**src/rtl/ctr_pkg.sv**
```systemverilog
// Shared definitions for the modulo counter.
// Assumes: nothing beyond IEEE 1800-2017.
package ctr_pkg;
    typedef enum logic [1:0] {
        DIR_UP   = 2'd0,
        DIR_DOWN = 2'd1,
        DIR_PORT = 2'd2
    } dir_mode_e;
endpackage

```
**src/rtl/ctr_step.sv**
```systemverilog
// Next stepped value of the counter in either direction, wrapping
// between 0 and TOP_VAL. Purely combinational.
// Assumes: TOP_VAL is the largest legal count (modulus - 1).
module ctr_step #(
    parameter int unsigned       WIDTH   = 8,
    parameter logic [WIDTH-1:0]  TOP_VAL = '1
) (
    input  logic [WIDTH-1:0] cur,
    input  logic             go_up,
    output logic [WIDTH-1:0] nxt
);
    localparam logic [WIDTH-1:0] ONE  = WIDTH'(1);
    localparam logic [WIDTH-1:0] ZERO = '0;

    // pick successor or predecessor with wrap at both ends
    always_comb begin
        if (go_up) begin
            nxt = (cur == TOP_VAL) ? ZERO : cur + ONE;
        end else begin
            nxt = (cur == ZERO) ? TOP_VAL : cur - ONE;
        end
    end
endmodule

```
**src/rtl/ctr_load_fold.sv**
```systemverilog
// Reduces a loaded value into the legal count range.
// Assumes: when MOD_ON is set, WIDTH <= 31 and MODULUS >= 1.
module ctr_load_fold #(
    parameter int unsigned WIDTH   = 8,
    parameter bit          MOD_ON  = 1'b1,
    parameter int unsigned MODULUS = 256
) (
    input  logic [WIDTH-1:0] raw,
    output logic [WIDTH-1:0] folded
);
    generate
        if (MOD_ON) begin : g_fold
            logic [31:0] wide_raw;
            logic [31:0] wide_rem;
            // widen, take remainder against the modulus, narrow back
            always_comb begin
                wide_raw = 32'(raw);
                wide_rem = wide_raw % MODULUS;
                folded   = WIDTH'(wide_rem);
            end
        end else begin : g_pass
            // natural wrap: every vector is already legal
            always_comb folded = raw;
        end
    endgenerate
endmodule

```
**src/rtl/ctr_state_reg.sv**
```systemverilog
// Count register with synchronous reset and the priority chain
// clear > set > load > step, all gated by the clock enable.
// Assumes: load_val and step_val are already in range.
module ctr_state_reg #(
    parameter int unsigned      WIDTH      = 8,
    parameter bit               SET_ACTIVE = 1'b1,
    parameter logic [WIDTH-1:0] SET_VAL    = '0
) (
    input  logic             clk,
    input  logic             rst_n,
    input  logic             clk_en,
    input  logic             clr_req,
    input  logic             set_req,
    input  logic             load_req,
    input  logic             step_req,
    input  logic [WIDTH-1:0] load_val,
    input  logic [WIDTH-1:0] step_val,
    output logic [WIDTH-1:0] count_q
);
    logic set_eff;

    // preset command only exists when the width allows it
    always_comb set_eff = SET_ACTIVE && set_req;

    // update the count by priority when the clock enable is high
    always_ff @(posedge clk) begin
        if (!rst_n) begin
            count_q <= '0;
        end else if (clk_en) begin
            if (clr_req) begin
                count_q <= '0;
            end else if (set_eff) begin
                count_q <= SET_VAL;
            end else if (load_req) begin
                count_q <= load_val;
            end else if (step_req) begin
                count_q <= step_val;
            end
        end
    end

    assert_reset_zero_R1: assert property (@(posedge clk)
        !rst_n |=> (count_q == '0));

    assert_clear_wins_R2: assert property (@(posedge clk) disable iff (!rst_n)
        (clk_en && clr_req) |=> (count_q == '0));

    assert_hold_no_enable_R8: assert property (@(posedge clk) disable iff (!rst_n)
        (clk_en && !clr_req && !set_eff && !load_req && !step_req) |=> $stable(count_q));

    assert_freeze_R9: assert property (@(posedge clk) disable iff (!rst_n)
        !clk_en |=> $stable(count_q));

    assert_load_wins_R4: assert property (@(posedge clk) disable iff (!rst_n)
        (clk_en && !clr_req && !set_eff && load_req) |=> (count_q == $past(load_val)));

    generate
        if (SET_ACTIVE) begin : g_set_chk
            assert_set_const_R3: assert property (@(posedge clk) disable iff (!rst_n)
                (clk_en && !clr_req && set_req) |=> (count_q == SET_VAL));
        end
    endgenerate
endmodule

```
**src/rtl/modcount_top.sv**
```systemverilog
// Modulo up/down counter. Width, modulus, preset and direction mode
// are parameters. Modulus and preset apply only up to 31 bits; wider
// counters wrap at 2^WIDTH and ignore set_en.
// Assumes: 2 <= MODULUS <= 2^WIDTH and SET_VALUE < MODULUS when used.
module modcount_top #(
    parameter int unsigned        WIDTH     = 8,
    parameter bit                 USE_MOD   = 1'b1,
    parameter int unsigned        MODULUS   = 200,
    parameter int unsigned        SET_VALUE = 5,
    parameter ctr_pkg::dir_mode_e DIR_MODE  = ctr_pkg::DIR_PORT
) (
    input  logic             clk,
    input  logic             rst_n,
    input  logic             clk_en,
    input  logic             cnt_en,
    input  logic             clr_en,
    input  logic             set_en,
    input  logic             load_en,
    input  logic [WIDTH-1:0] load_val,
    input  logic             dir_up,
    output logic [WIDTH-1:0] count
);
    localparam bit               NARROW  = (WIDTH <= 31);
    localparam bit               MOD_ON  = USE_MOD && NARROW;
    localparam bit               SET_ON  = NARROW;
    localparam logic [WIDTH-1:0] TOP_VAL = MOD_ON ? WIDTH'(MODULUS - 1) : {WIDTH{1'b1}};
    localparam logic [WIDTH-1:0] SET_VEC = WIDTH'(SET_VALUE);

    logic             up_sel;
    logic [WIDTH-1:0] step_val;
    logic [WIDTH-1:0] fold_val;
    logic [WIDTH-1:0] count_q;

    generate
        if (DIR_MODE == ctr_pkg::DIR_UP) begin : g_dir_up
            // fixed increment
            always_comb up_sel = 1'b1;
        end else if (DIR_MODE == ctr_pkg::DIR_DOWN) begin : g_dir_dn
            // fixed decrement
            always_comb up_sel = 1'b0;
        end else begin : g_dir_port
            // direction follows the input pin
            always_comb up_sel = dir_up;
        end
    endgenerate

    ctr_step #(
        .WIDTH   (WIDTH),
        .TOP_VAL (TOP_VAL)
    ) u_step (
        .cur   (count_q),
        .go_up (up_sel),
        .nxt   (step_val)
    );

    ctr_load_fold #(
        .WIDTH   (WIDTH),
        .MOD_ON  (MOD_ON),
        .MODULUS (MODULUS)
    ) u_fold (
        .raw    (load_val),
        .folded (fold_val)
    );

    ctr_state_reg #(
        .WIDTH      (WIDTH),
        .SET_ACTIVE (SET_ON),
        .SET_VAL    (SET_VEC)
    ) u_reg (
        .clk      (clk),
        .rst_n    (rst_n),
        .clk_en   (clk_en),
        .clr_req  (clr_en),
        .set_req  (set_en),
        .load_req (load_en),
        .step_req (cnt_en),
        .load_val (fold_val),
        .step_val (step_val),
        .count_q  (count_q)
    );

    // drive the output straight from the register
    always_comb count = count_q;

    assert_in_range_R10: assert property (@(posedge clk) disable iff (!rst_n)
        count <= TOP_VAL);

    assert_wrap_up_R5: assert property (@(posedge clk) disable iff (!rst_n)
        (clk_en && !clr_en && !(set_en && SET_ON) && !load_en && cnt_en && up_sel
         && count == TOP_VAL) |=> (count == '0));

    assert_wrap_down_R6: assert property (@(posedge clk) disable iff (!rst_n)
        (clk_en && !clr_en && !(set_en && SET_ON) && !load_en && cnt_en && !up_sel
         && count == '0) |=> (count == TOP_VAL));

    generate
        if (!NARROW) begin : g_wide_chk
            assert_wide_raw_load_R11: assert property (@(posedge clk) disable iff (!rst_n)
                (clk_en && !clr_en && load_en) |=> (count == $past(load_val)));
        end
    endgenerate
endmodule

```
**config.mk**
```make
export PLATFORM = sky130hd
export DESIGN_NAME = modcount_top
export DESIGN_NICKNAME = d
export VERILOG_FILES = /design/src/rtl/ctr_pkg.sv /design/src/rtl/ctr_step.sv /design/src/rtl/ctr_load_fold.sv /design/src/rtl/ctr_state_reg.sv /design/src/rtl/modcount_top.sv
export SDC_FILE = /design/constraint.sdc
export NUM_CORES = 1
export LEC_CHECK = 0
export ABC_CLOCK_PERIOD_IN_PS = 2410
export BUFFER_PORTS_ARGS = -buffer_cell sky130_fd_sc_hd__buf_4
export CAP_MARGIN = 30
export CORE_MARGIN = 3
export CORE_UTILIZATION = 25
export DETAILED_ROUTE_END_ITERATION = 10
export PLACE_DENSITY_LB_ADDON = 0.3
export SYNTH_ARGS = -nofsm -noshare
export SYNTH_HDL_FRONTEND = slang
export SYNTH_HIERARCHICAL = 1
export SYNTH_SLANG_ARGS = --single-unit
```
**constraint.sdc**
```tcl
create_clock -name clk -period 2.41 [get_ports clk]
set_input_delay 0.482 -clock clk [delete_from_list [all_inputs] [get_ports clk]]
set_output_delay 0.482 -clock clk [all_outputs]
set_load 0.01 [all_outputs]
```
==> impl_metrics.toml <==
[run_status]
outcome = "finished clean"

[final_layout]
largest_register_ffs = 8
post-route-util_pct = 32.0
reg_top3 = "u_reg/count_q: 8 flops"
layout_common_cells = "buf_4, inv_1, dfxtp_1"
diodes = 0
syn_to_final_growth_pct = 20.1
final_common_cell = "buf_4"
final_nets = 162
drive_above_1_share_pct = 25.2
fin_cells = 187
top_register = "u_reg/count_q"

[clocking]
cts_resized = 0
post_cts.repair.setup_buffers = 0
cts_buffer_depth = 2
clock-root-buffer = "clkbuf_8"
h-tree-depth = 1
hold_buffers = 0
path_clk_slew_ns = 0.04
cts_tree = "built"
numCtsBuffers = 3
clock_sinks = 8
worstSkewPairLatency_ns = 0.23

[floorplan]
start_util_pct = 26.6
dieWidth_um = 69.4
die_h_um = 69.4
rows = 22
ioPinCount = 24
die_area_um2 = 4810
core_area_um2 = 3770

[setup_path]
rr_endpoint = "u_reg/count_q[6]$_SDFFE_PN0P_"
r2r-start = "u_reg/count_q[0]$_SDFFE_PN0P_"
cp.required_ns = 2.55
startpoint_type = "flip-flop"
cp_slowest_cell = "or3b_4"
crit_family = "simple AND/OR/NAND/NOR gates"
cpPeakStageDelay_ns = 0.41
worstSetupPathType = "flip-flop to flip-flop"
cp_max_fo = 9
cp_cell_sequence = "inv_1 > ha_1 > or3b_4 > or4_1 > a21oi_1 > a211o_1 > mux2i_1 > o31ai_1"
endpoint_kind = "flip-flop"
arrival_ns = 2.29
cp.buffers_inverters = 1
r2r_cells = 8
r2r_slack_ns = 0.26

[power]
p_leak_nw = 0.517
power.switching_mw = 0.152
ir_worst_vdd_v = 0.000209
swShare_pct = 31.6
combPwrFrac_pct = 34.6
pwr-share-clk_pct = 34.1
seq_power_share_pct = 31.3
finalPower_mw = 0.480
p_int_mw = 0.328
powerDensity_nw_per_um2 = 399

[global_routing]
overflow = 0
grt_pass1_vias = 982
grt_use_total_pct = 11.0
grt_pass1_wl_um = 4520
grt_max_degree = 15
grt_antenna_before_repair = 0

[detailed_routing]
wl_met2_um = 1240
drt_iter0_markers = 52
met1_length_um = 1310
postRouteAntennaNets = 0
top_layer = "met4"
viasPerCell = 5.50
route.detailed.drc = 0
met3_length_um = 90
detailedRoute.firstPassIterationCount = 4
num_vias = 1028
post_drt_wl_per_cell_um = 14.2
wl_um = 2650

[synthesis]
ys_types = 48
synth_edf_count = 0
ys_ff_latch = 8
synth_flop_cell = "dfxtp_1"
synthesis.area_um2 = 1000
synth_nets = 143
yosysSeqAreaShare_pct = 16.0
synthCells = 122
avgSynthCellArea_um2 = 8.23
yosysWarnings = 6
async_flop_share_pct = 0

[sta]
fin_skew_ns = 0.000826
period_needed_ns = 2.15
hold_violations = 0
timing.final.crit_share_pct = 89.3
max_freq_mhz = 465
timing.final.ws_setup_ns = 0.259
slew_headroom_pct = 56.5
worstMarginPinSlew_ns = 0.650
finalSetupTns_ns = 0
drv_slew = 0
rsz0062_at_grt = "no"
setup_viol = 0

[placed_design]
place_hpwl_um = 2030
post-place-ws_ns = 0.293
place_inst = 184
numPortBuffers = 23
finalWeightedCongestion = 0.823

[min_path]
worstHoldPathCells = 2
min_from = "rst_n"
hold_class = "input pin to flip-flop"
hold_end = "u_reg/count_q[0]$_SDFFE_PN0P_"

[job]
timing.max_cap.violations = 0
routing by layer:
metal	up-vias	track usage [%]
li1	508	-
met1	484	15.4
met2	34	17.4
met3	2	1.30
met4	0	3.47
met5	-	0
cell type report:
type,instances,area [um^2]
flip-flops and latches,8,160
repair buffers,24,180
clock buffers,3,41.3
fillers,386,2570
inverters,8,30.0
multi-input cells,96,733
well taps,48,60.1
stage by stage:
step | hold slack, ns | instance area (um^2)
after global routing | 0.595 | 1200
after floorplan | 0.504 | 1000
after CTS | 0.568 | 1200
final | 0.569 | 1200
after global placement | 0.561 | 1160
after detailed placement | 0.575 | 1160
power by group through the flow:
| stage | sequential (mW) | combinational [mW] | clock, mW |
|---|---|---|---|
| 3_5_place_dp | 0.153 | 0.164 | 0 |
| 4_1_cts | 0.150 | 0.165 | 0.167 |
| 2_1_floorplan | 0.149 | 0.115 | 0 |
| 5_1_grt | 0.152 | 0.186 | 0.173 |
| 6_report | 0.150 | 0.166 | 0.164 |
| 3_3_place_gp | 0.152 | 0.162 | 0 |
worst max-delay path by stage:
stage | startpoint | endpoint | slack [ns] | cells after the start
2_1_floorplan | u_reg/count_q[0]$_SDFFE_PN0P_ | u_reg/count_q[6]$_SDFFE_PN0P_ | 0.39 | 8
3_3_place_gp | u_reg/count_q[0]$_SDFFE_PN0P_ | u_reg/count_q[4]$_SDFFE_PN0P_ | 0.33 | 9
3_5_place_dp | u_reg/count_q[0]$_SDFFE_PN0P_ | u_reg/count_q[6]$_SDFFE_PN0P_ | 0.29 | 8
4_1_cts | u_reg/count_q[0]$_SDFFE_PN0P_ | u_reg/count_q[6]$_SDFFE_PN0P_ | 0.28 | 8
5_1_grt | u_reg/count_q[0]$_SDFFE_PN0P_ | u_reg/count_q[5]$_SDFFE_PN0P_ | 0.02 | 9
6_report | u_reg/count_q[0]$_SDFFE_PN0P_ | u_reg/count_q[6]$_SDFFE_PN0P_ | 0.26 | 8
cells by family (layout without fill, tap and decap cells):
logic type | Yosys count | count (layout) | synth area share [%]
xor+xnor | 2 | 2 | 1.75
mux | 7 | 7 | 6.98
buf+inv | 18 | 35 | 11.0
fa+ha+maj | 5 | 5 | 6.23
compound gates | 43 | 43 | 34.2
flops | 8 | 8 | 16.0
simple gates | 39 | 39 | 23.9
Yosys cell counts, drive strengths merged (3+ instances only):
| cell | number | share of area [%] |
|---|---|---|
| a21oi | 5 | 2.5 |
| a221oi | 4 | 3.5 |
| and3 | 4 | 2.6 |
| buf | 7 | 6.7 |
| clkbuf | 3 | 1.2 |
| dfxtp | 8 | 16 |
| ha | 5 | 6.2 |
| inv | 8 | 3.0 |
| mux2i | 7 | 7.0 |
| nand2 | 4 | 1.5 |
| nand3 | 7 | 3.5 |
| nor2 | 3 | 1.1 |
| nor3 | 5 | 2.5 |
| o21ai | 6 | 3.4 |
| o31ai | 7 | 5.2 |
(Power assumes the default switching activity.)
